### config.mk
export PLATFORM = sky130hd
export DESIGN_NAME = spi_seq_master
export DESIGN_NICKNAME = d
export VERILOG_FILES = /design/src/rtl/spi_seq_pkg.sv /design/src/rtl/spi_seq_clkgen.sv /design/src/rtl/spi_seq_bitmap.sv /design/src/rtl/spi_seq_master.sv
export SDC_FILE = /design/constraint.sdc
export NUM_CORES = 1
export LEC_CHECK = 0
export BUFFER_PORTS_ARGS = -buffer_cell sky130_fd_sc_hd__buf_2
export CORE_MARGIN = 2
export CORE_UTILIZATION = 55
export CTS_CLUSTER_DIAMETER = 120
export DETAILED_ROUTE_END_ITERATION = 10
export PLACE_DENSITY = 0.72
export SYNTH_ARGS = -nofsm -noshare
export SYNTH_HDL_FRONTEND = slang
export SYNTH_SLANG_ARGS = --single-unit
### constraint.sdc
create_clock -name clk -period 15.9 [get_ports clk]
set_input_delay 3.18 -clock clk [delete_from_list [all_inputs] [get_ports clk]]
set_output_delay 3.18 -clock clk [all_outputs]
set_load 0.01 [all_outputs]
### src/rtl/spi_seq_pkg.sv
package spi_seq_pkg;

    typedef enum logic [1:0] {
        PH_CMD = 2'd0,
        PH_TX  = 2'd1,
        PH_RX  = 2'd2
    } phase_e;

    localparam logic [7:0] OFS_XFER  = 8'h00;
    localparam logic [7:0] OFS_CMD   = 8'h04;
    localparam logic [7:0] OFS_DATA0 = 8'h08;
    localparam logic [7:0] OFS_MODE  = 8'h28;
    localparam logic [7:0] OFS_COUNT = 8'h2C;
    localparam logic [7:0] OFS_CSEL  = 8'h38;

    localparam int START_BIT = 8;
    localparam int BUSY_BIT  = 16;
    localparam int LSB_BIT   = 3;
    localparam int DIV_LSB   = 16;
    localparam int CMD_CAP   = 32;

endpackage

### src/rtl/spi_seq_clkgen.sv
module spi_seq_clkgen #(
    parameter int DIV_W = 12
) (
    input  logic             clk,
    input  logic             rst,
    input  logic             run,
    input  logic [DIV_W-1:0] div,
    output logic             sclk,
    output logic             rise,
    output logic             bit_end
);
    localparam int CNT_W = DIV_W + 1;

    typedef struct packed {
        logic [CNT_W-1:0] cnt;
        logic             sclk;
    } cg_t;

    cg_t cg_d, cg_q;
    logic [CNT_W-1:0] period, low_len;

    assign period  = {1'b0, div} + CNT_W'(2);
    assign low_len = period - (period >> 1);
    assign rise    = run && (cg_q.cnt == low_len - CNT_W'(1));
    assign bit_end = run && (cg_q.cnt == period - CNT_W'(1));
    assign sclk    = cg_q.sclk;

    always_comb begin
        cg_d = cg_q;
        if (!run || bit_end) begin
            cg_d.cnt = '0;
        end else begin
            cg_d.cnt = cg_q.cnt + CNT_W'(1);
        end
        cg_d.sclk = run && !bit_end && ((cg_q.cnt + CNT_W'(1)) >= low_len);
    end

    always_ff @(posedge clk) begin
        if (rst) cg_q <= '0;
        else     cg_q <= cg_d;
    end
endmodule

### src/rtl/spi_seq_bitmap.sv
module spi_seq_bitmap
    import spi_seq_pkg::*;
#(
    parameter int BIT_W  = 10,
    parameter int DIDX_W = 8
) (
    input  logic [BIT_W-1:0]  bit_idx,
    input  logic [BIT_W-1:0]  cmd_n,
    input  logic [BIT_W-1:0]  tx_n,
    input  logic              lsb_first,
    output phase_e            phase,
    output logic [4:0]        cmd_sel,
    output logic [DIDX_W-1:0] dat_sel
);
    logic [BIT_W-1:0] off, tx_end;
    logic [2:0]       in_byte;

    assign tx_end = cmd_n + tx_n;

    always_comb begin
        if (bit_idx < cmd_n) begin
            phase = PH_CMD;
            off   = bit_idx;
        end else if (bit_idx < tx_end) begin
            phase = PH_TX;
            off   = bit_idx - cmd_n;
        end else begin
            phase = PH_RX;
            off   = bit_idx - tx_end;
        end
    end

    assign in_byte = lsb_first ? off[2:0] : ~off[2:0];
    // command bytes run from the top byte down
    assign cmd_sel = {~off[4:3], in_byte};
    assign dat_sel = {off[DIDX_W-1:3], in_byte};
endmodule

### src/rtl/spi_seq_master.sv
module spi_seq_master
    import spi_seq_pkg::*;
#(
    parameter int DATA_WORDS = 8,
    parameter int CS_COUNT   = 2,
    parameter int DIV_W      = 12,
    parameter int ADDR_W     = 8
) (
    input  logic                clk,
    input  logic                rst,
    input  logic                reg_en,
    input  logic                reg_we,
    input  logic [ADDR_W-1:0]   reg_addr,
    input  logic [31:0]         reg_wdata,
    output logic [31:0]         reg_rdata,
    output logic                sclk,
    output logic                mosi,
    input  logic                miso,
    output logic [CS_COUNT-1:0] cs_n
);
    localparam int DAT_BITS = 32 * DATA_WORDS;
    localparam int DIDX_W   = $clog2(DAT_BITS);
    localparam int RAW_BW   = $clog2(CMD_CAP + 2 * DAT_BITS + 1);
    localparam int BIT_W    = (RAW_BW > 10) ? RAW_BW : 10;

    typedef struct packed {
        logic                busy;
        logic [BIT_W-1:0]    bit_idx;
        logic                rx_bit;
        logic [5:0]          cmd_cfg;
        logic [8:0]          tx_cfg;
        logic [8:0]          rx_cfg;
        logic [31:0]         cmd_word;
        logic [DAT_BITS-1:0] dat;
        logic                lsb;
        logic [DIV_W-1:0]    div;
        logic [CS_COUNT-1:0] csel;
    } st_t;

    st_t st_d, st_q;

    logic [BIT_W-1:0]  cmd_eff, tx_eff, rx_eff, total_bits;
    logic              rise, bit_end;
    phase_e            ph;
    logic [4:0]        cmd_sel;
    logic [DIDX_W-1:0] dat_sel;
    logic              wr_ok;
    logic [31:0]       word_rd [DATA_WORDS];

    assign cmd_eff = (st_q.cmd_cfg > 6'(CMD_CAP)) ? BIT_W'(CMD_CAP) : BIT_W'(st_q.cmd_cfg);
    assign tx_eff  = (BIT_W'(st_q.tx_cfg) > BIT_W'(DAT_BITS)) ? BIT_W'(DAT_BITS) : BIT_W'(st_q.tx_cfg);
    assign rx_eff  = (BIT_W'(st_q.rx_cfg) > BIT_W'(DAT_BITS)) ? BIT_W'(DAT_BITS) : BIT_W'(st_q.rx_cfg);
    assign total_bits = cmd_eff + tx_eff + rx_eff;
    assign wr_ok = reg_en && reg_we && !st_q.busy;

    spi_seq_clkgen #(.DIV_W(DIV_W)) i_clkgen (
        .clk     (clk),
        .rst     (rst),
        .run     (st_q.busy),
        .div     (st_q.div),
        .sclk    (sclk),
        .rise    (rise),
        .bit_end (bit_end)
    );

    spi_seq_bitmap #(.BIT_W(BIT_W), .DIDX_W(DIDX_W)) i_bitmap (
        .bit_idx   (st_q.bit_idx),
        .cmd_n     (cmd_eff),
        .tx_n      (tx_eff),
        .lsb_first (st_q.lsb),
        .phase     (ph),
        .cmd_sel   (cmd_sel),
        .dat_sel   (dat_sel)
    );

    always_comb begin
        st_d = st_q;
        if (wr_ok) begin
            case (reg_addr)
                ADDR_W'(OFS_XFER): begin
                    if (reg_wdata[START_BIT] && (total_bits != '0)) begin
                        st_d.busy    = 1'b1;
                        st_d.bit_idx = '0;
                    end
                end
                ADDR_W'(OFS_CMD):  st_d.cmd_word = reg_wdata;
                ADDR_W'(OFS_MODE): begin
                    st_d.lsb = reg_wdata[LSB_BIT];
                    st_d.div = reg_wdata[DIV_LSB +: DIV_W];
                end
                ADDR_W'(OFS_COUNT): begin
                    st_d.cmd_cfg = reg_wdata[29:24];
                    st_d.rx_cfg  = reg_wdata[20:12];
                    st_d.tx_cfg  = reg_wdata[8:0];
                end
                ADDR_W'(OFS_CSEL): st_d.csel = reg_wdata[CS_COUNT-1:0];
                default: begin
                    for (int w = 0; w < DATA_WORDS; w++) begin
                        if (reg_addr == ADDR_W'(OFS_DATA0 + 4 * w)) begin
                            st_d.dat[32*w +: 32] = reg_wdata;
                        end
                    end
                end
            endcase
        end
        if (st_q.busy) begin
            if (rise) st_d.rx_bit = miso;
            if (bit_end) begin
                // receive bit lands at the close of its bit period
                if (ph == PH_RX) st_d.dat[dat_sel] = st_q.rx_bit;
                if (st_q.bit_idx == total_bits - BIT_W'(1)) begin
                    st_d.busy = 1'b0;
                end else begin
                    st_d.bit_idx = st_q.bit_idx + BIT_W'(1);
                end
            end
        end
    end

    always_ff @(posedge clk) begin
        if (rst) st_q <= '0;
        else     st_q <= st_d;
    end

    assign mosi = st_q.busy &&
                  (((ph == PH_CMD) && st_q.cmd_word[cmd_sel]) ||
                   ((ph == PH_TX)  && st_q.dat[dat_sel]));

    generate
        for (genvar w = 0; w < DATA_WORDS; w++) begin : g_word
            assign word_rd[w] = st_q.dat[32*w +: 32];
        end
        for (genvar c = 0; c < CS_COUNT; c++) begin : g_cs
            assign cs_n[c] = ~st_q.csel[c];
        end
    endgenerate

    always_comb begin
        reg_rdata = '0;
        if (reg_en && !reg_we) begin
            case (reg_addr)
                ADDR_W'(OFS_XFER): reg_rdata[BUSY_BIT] = st_q.busy;
                ADDR_W'(OFS_CMD):  reg_rdata = st_q.cmd_word;
                ADDR_W'(OFS_MODE): begin
                    reg_rdata[LSB_BIT]            = st_q.lsb;
                    reg_rdata[DIV_LSB +: DIV_W]   = st_q.div;
                end
                ADDR_W'(OFS_COUNT): begin
                    reg_rdata[29:24] = st_q.cmd_cfg;
                    reg_rdata[20:12] = st_q.rx_cfg;
                    reg_rdata[8:0]   = st_q.tx_cfg;
                end
                ADDR_W'(OFS_CSEL): reg_rdata[CS_COUNT-1:0] = st_q.csel;
                default: begin
                    for (int w = 0; w < DATA_WORDS; w++) begin
                        if (reg_addr == ADDR_W'(OFS_DATA0 + 4 * w)) reg_rdata = word_rd[w];
                    end
                end
            endcase
        end
    end

    logic [15:0] chk_bit_idx, chk_total;
    assign chk_bit_idx = 16'(st_q.bit_idx);
    assign chk_total   = 16'(total_bits);
endmodule

==> flow_summary_export.csv <==
group,metric,value,unit
timing,rsz0062_at_grt,"no",
critical_path,end_kind,"output port",
status,status,"complete, no violations",
floorplanning,die_y,221,um
critical_path,required,12.72,ns
timing,worst_pin_slew,1.33,ns
finish,final_area,27800,um2
global_routing,grt_pass1_vias,25600,
critical_path,worstPathMaxFanout,75,
timing,fmax,0.0829,GHz
timing,layout_setup_ws,3.84,ns
route,viasPerCell,7.13,
finish,final_layout_size_suffix_gt1_frac,0.138,
pwr,cellLeakagePower,10.0,nW
pwr,cellPowerDensity,74.5,nW/um2
logic_synthesis,synth-seq-cells,353,
global_routing,grt_overflow,0,
route,routed_wl,113,mm
run,drv_cap,0,
logic_synthesis,yosysSeqAreaShare,0.273,
pwr,peakVddDrop,96.2,uV
floorplanning,die_area,48700,um2
floorplanning,core,46500,um2
clocking,cts_resized,0,
critical_path,worst_setup_path_start_kind,"flip-flop",
clocking,cts_sinks,353,
floorplanning,io_pins,81,
clocking,cts.reportedPaths.clkPinSlew,0.06,ns
clocking,clock_latency,0.60,ns
route,drc,0,
clocking,cts_tree,"built",
logic_synthesis,synth_edf_count,0,
timing,tns,0,ns
route,vias,28300,
critical_path,reg2reg_from,"st_q[326]",
finish,final_nets,3458,
critical_path,path_class,"flip-flop to output port",
timing,finalHoldViolations,0,
route,firstDrtPassIters,7,
placement,portBuffers,80,
route,wl_per_cell,28.4,um
placement,place_ws,4.77,ns
placement,place_area,26300,um2
timing,fin_crit,12.06,ns
timing,maxSlewViolCount,0,
floorplanning,initial_utilization,0.556,
clocking,cts_max_level,2,
critical_path,critPathLaunch,"st_q[326]",
floorplanning,rows,79,
global_routing,grt_usage,0.450,
timing,clock_skew,0.0166,ns
placement,dp_hpwl,76.9,mm
critical_path,crit_path_top_delay_cell,"buf_4",
route,drtAntennaViolNets,0,
timing,fin_hold_ws,0.470,ns
logic_synthesis,async_flop_share,0,
critical_path,cpPeakStageDelay,0.70,ns
logic_synthesis,yosys_warnings,0,
finish,final_common_cell,"nor3_1",
floorplanning,dieWidth,221,um
clocking,cts_buffer_depth,3,
min_path,hp-class,"flip-flop to flip-flop",
timing,fin_crit_sh,0.759,
clocking,cts_hold_buf,0,
global_routing,grt_pass1_wl,164,mm
logic_synthesis,avgSynthCellArea,7.49,um2
clocking,cts_buffers,43,
timing,setup_viol,0,
global_routing,grt_max_degree,111,
finish,syn_to_final_growth,7.47,%
placement,gp_congestion,1.10,
min_path,hold_start,"st_q[322]",
logic_synthesis,syn_inst,3449,
logic_synthesis,synth_cell_types,88,
critical_path,crit_arrival,8.88,ns
global_routing,antenna_found_initial,6,
logic_synthesis,syn_area,25800,um2
logic_synthesis,ys.flop_type,"dfxtp_1",
clocking,clockRootBuffer,"clkbuf_16",
clocking,cts_setup_buffers,0,
finish,layout_common_cells,"nor3_1, nand2_1, dfxtp_1, a21oi_1, mux2_2",
route,drtIter0Drc,4791,
logic_synthesis,syn_nets,3578,
timing,slew_headroom,0.111,
==> worst max-delay path: cells and delay by family, from the launching register on <==
| family | cells | cell delay (ns) |
|---|---|---|
| AND/OR/NAND/NOR | 10 | 2.23 |
| multiplexers | 1 | 0.38 |
| flip-flops | 1 | 0.48 |
| adder cells (fa/ha/maj) | 4 | 1.40 |
| XOR/XNOR | 2 | 0.54 |
| buffers and inverters | 6 | 1.47 |
| AO/OA/AOI/OAI | 10 | 1.76 |
==> synthesized netlist by cell type (all sizes together) (81+ instances only) <==
cell	count	area [um2]
nor2	200	758
nand2	474	1780
o21ai	82	410
a21oi	353	1770
clkbuf	244	920
nand3	95	480
ha	81	1010
mux2i	131	1320
dfxtp	353	7070
nor3	485	2430
a22oi	101	758
mux2	199	2240
==> layout make-up <==
| cell class | instances | area [um2] |
|---|---|---|
| clock inverter | 14 | 213 |
| timing repair buffer | 137 | 838 |
| sequential | 353 | 7070 |
| fill | 4320 | 18700 |
| antenna | 2 | 5.00 |
| multi-input combinational | 2742 | 17500 |
| tap | 607 | 759 |
| clock buffer | 62 | 1240 |
| inverter | 52 | 195 |
==> cell families after synthesis <==
logic type	after synthesis	share of synthesized area
DFF	353	0.273
muxes	331	0.139
AOI/OAI and AO/OA	803	0.198
xor gates and xnor gates	105	0.0386
and+or+nand+nor	1418	0.254
other	1	0.000145
buffers and inverters	354	0.0562
adders and majority gates	84	0.0415
==> path summary, 6_finish.rpt <==
check	depth (start not counted)	end	slack, ns
max	33	mosi	3.84
min	2	st_q[322]	0.47
max reg2reg	30	st_q[214]	7.58
min reg2reg	2	st_q[322]	0.47
==> where the power goes <==
| part | total, W | switching (W) | internal, W |
|---|---|---|---|
| registers | 0.000886 | 0.000000773 | 0.000885 |
| clock network | 0.00104 | 0.000420 | 0.000621 |
| logic | 0.000142 | 0.000114 | 0.0000271 |
| total | 0.00207 | 0.000536 | 0.00153 |
==> stage by stage <==
step           cells  utilization  power (W)
2_1_floorplan   3449            -   0.000985
3_3_place_gp    3891        0.567    0.00104
3_5_place_dp    3891        0.567    0.00104
4_1_cts         3967        0.598    0.00206
5_1_grt         3967        0.598    0.00210
6_report        3969        0.598    0.00207
==> per-layer routing <==
| metal | global-route usage | share of wire |
|---|---|---|
| met3 | 0.152 | 0.14 |
| met4 | 0.282 | 0.075 |
| met5 | 0 | 0.00024 |
| met1 | 0.569 | 0.37 |
| met2 | 0.657 | 0.41 |
==> flip-flops by register name (all words and copies together), names as in the netlist <==
signal / count
i_clkgen.sclk: 1
i_clkgen.cg_q: 13
st_q: 329
chk_bit_idx: 10
(Power assumes the default switching activity.)
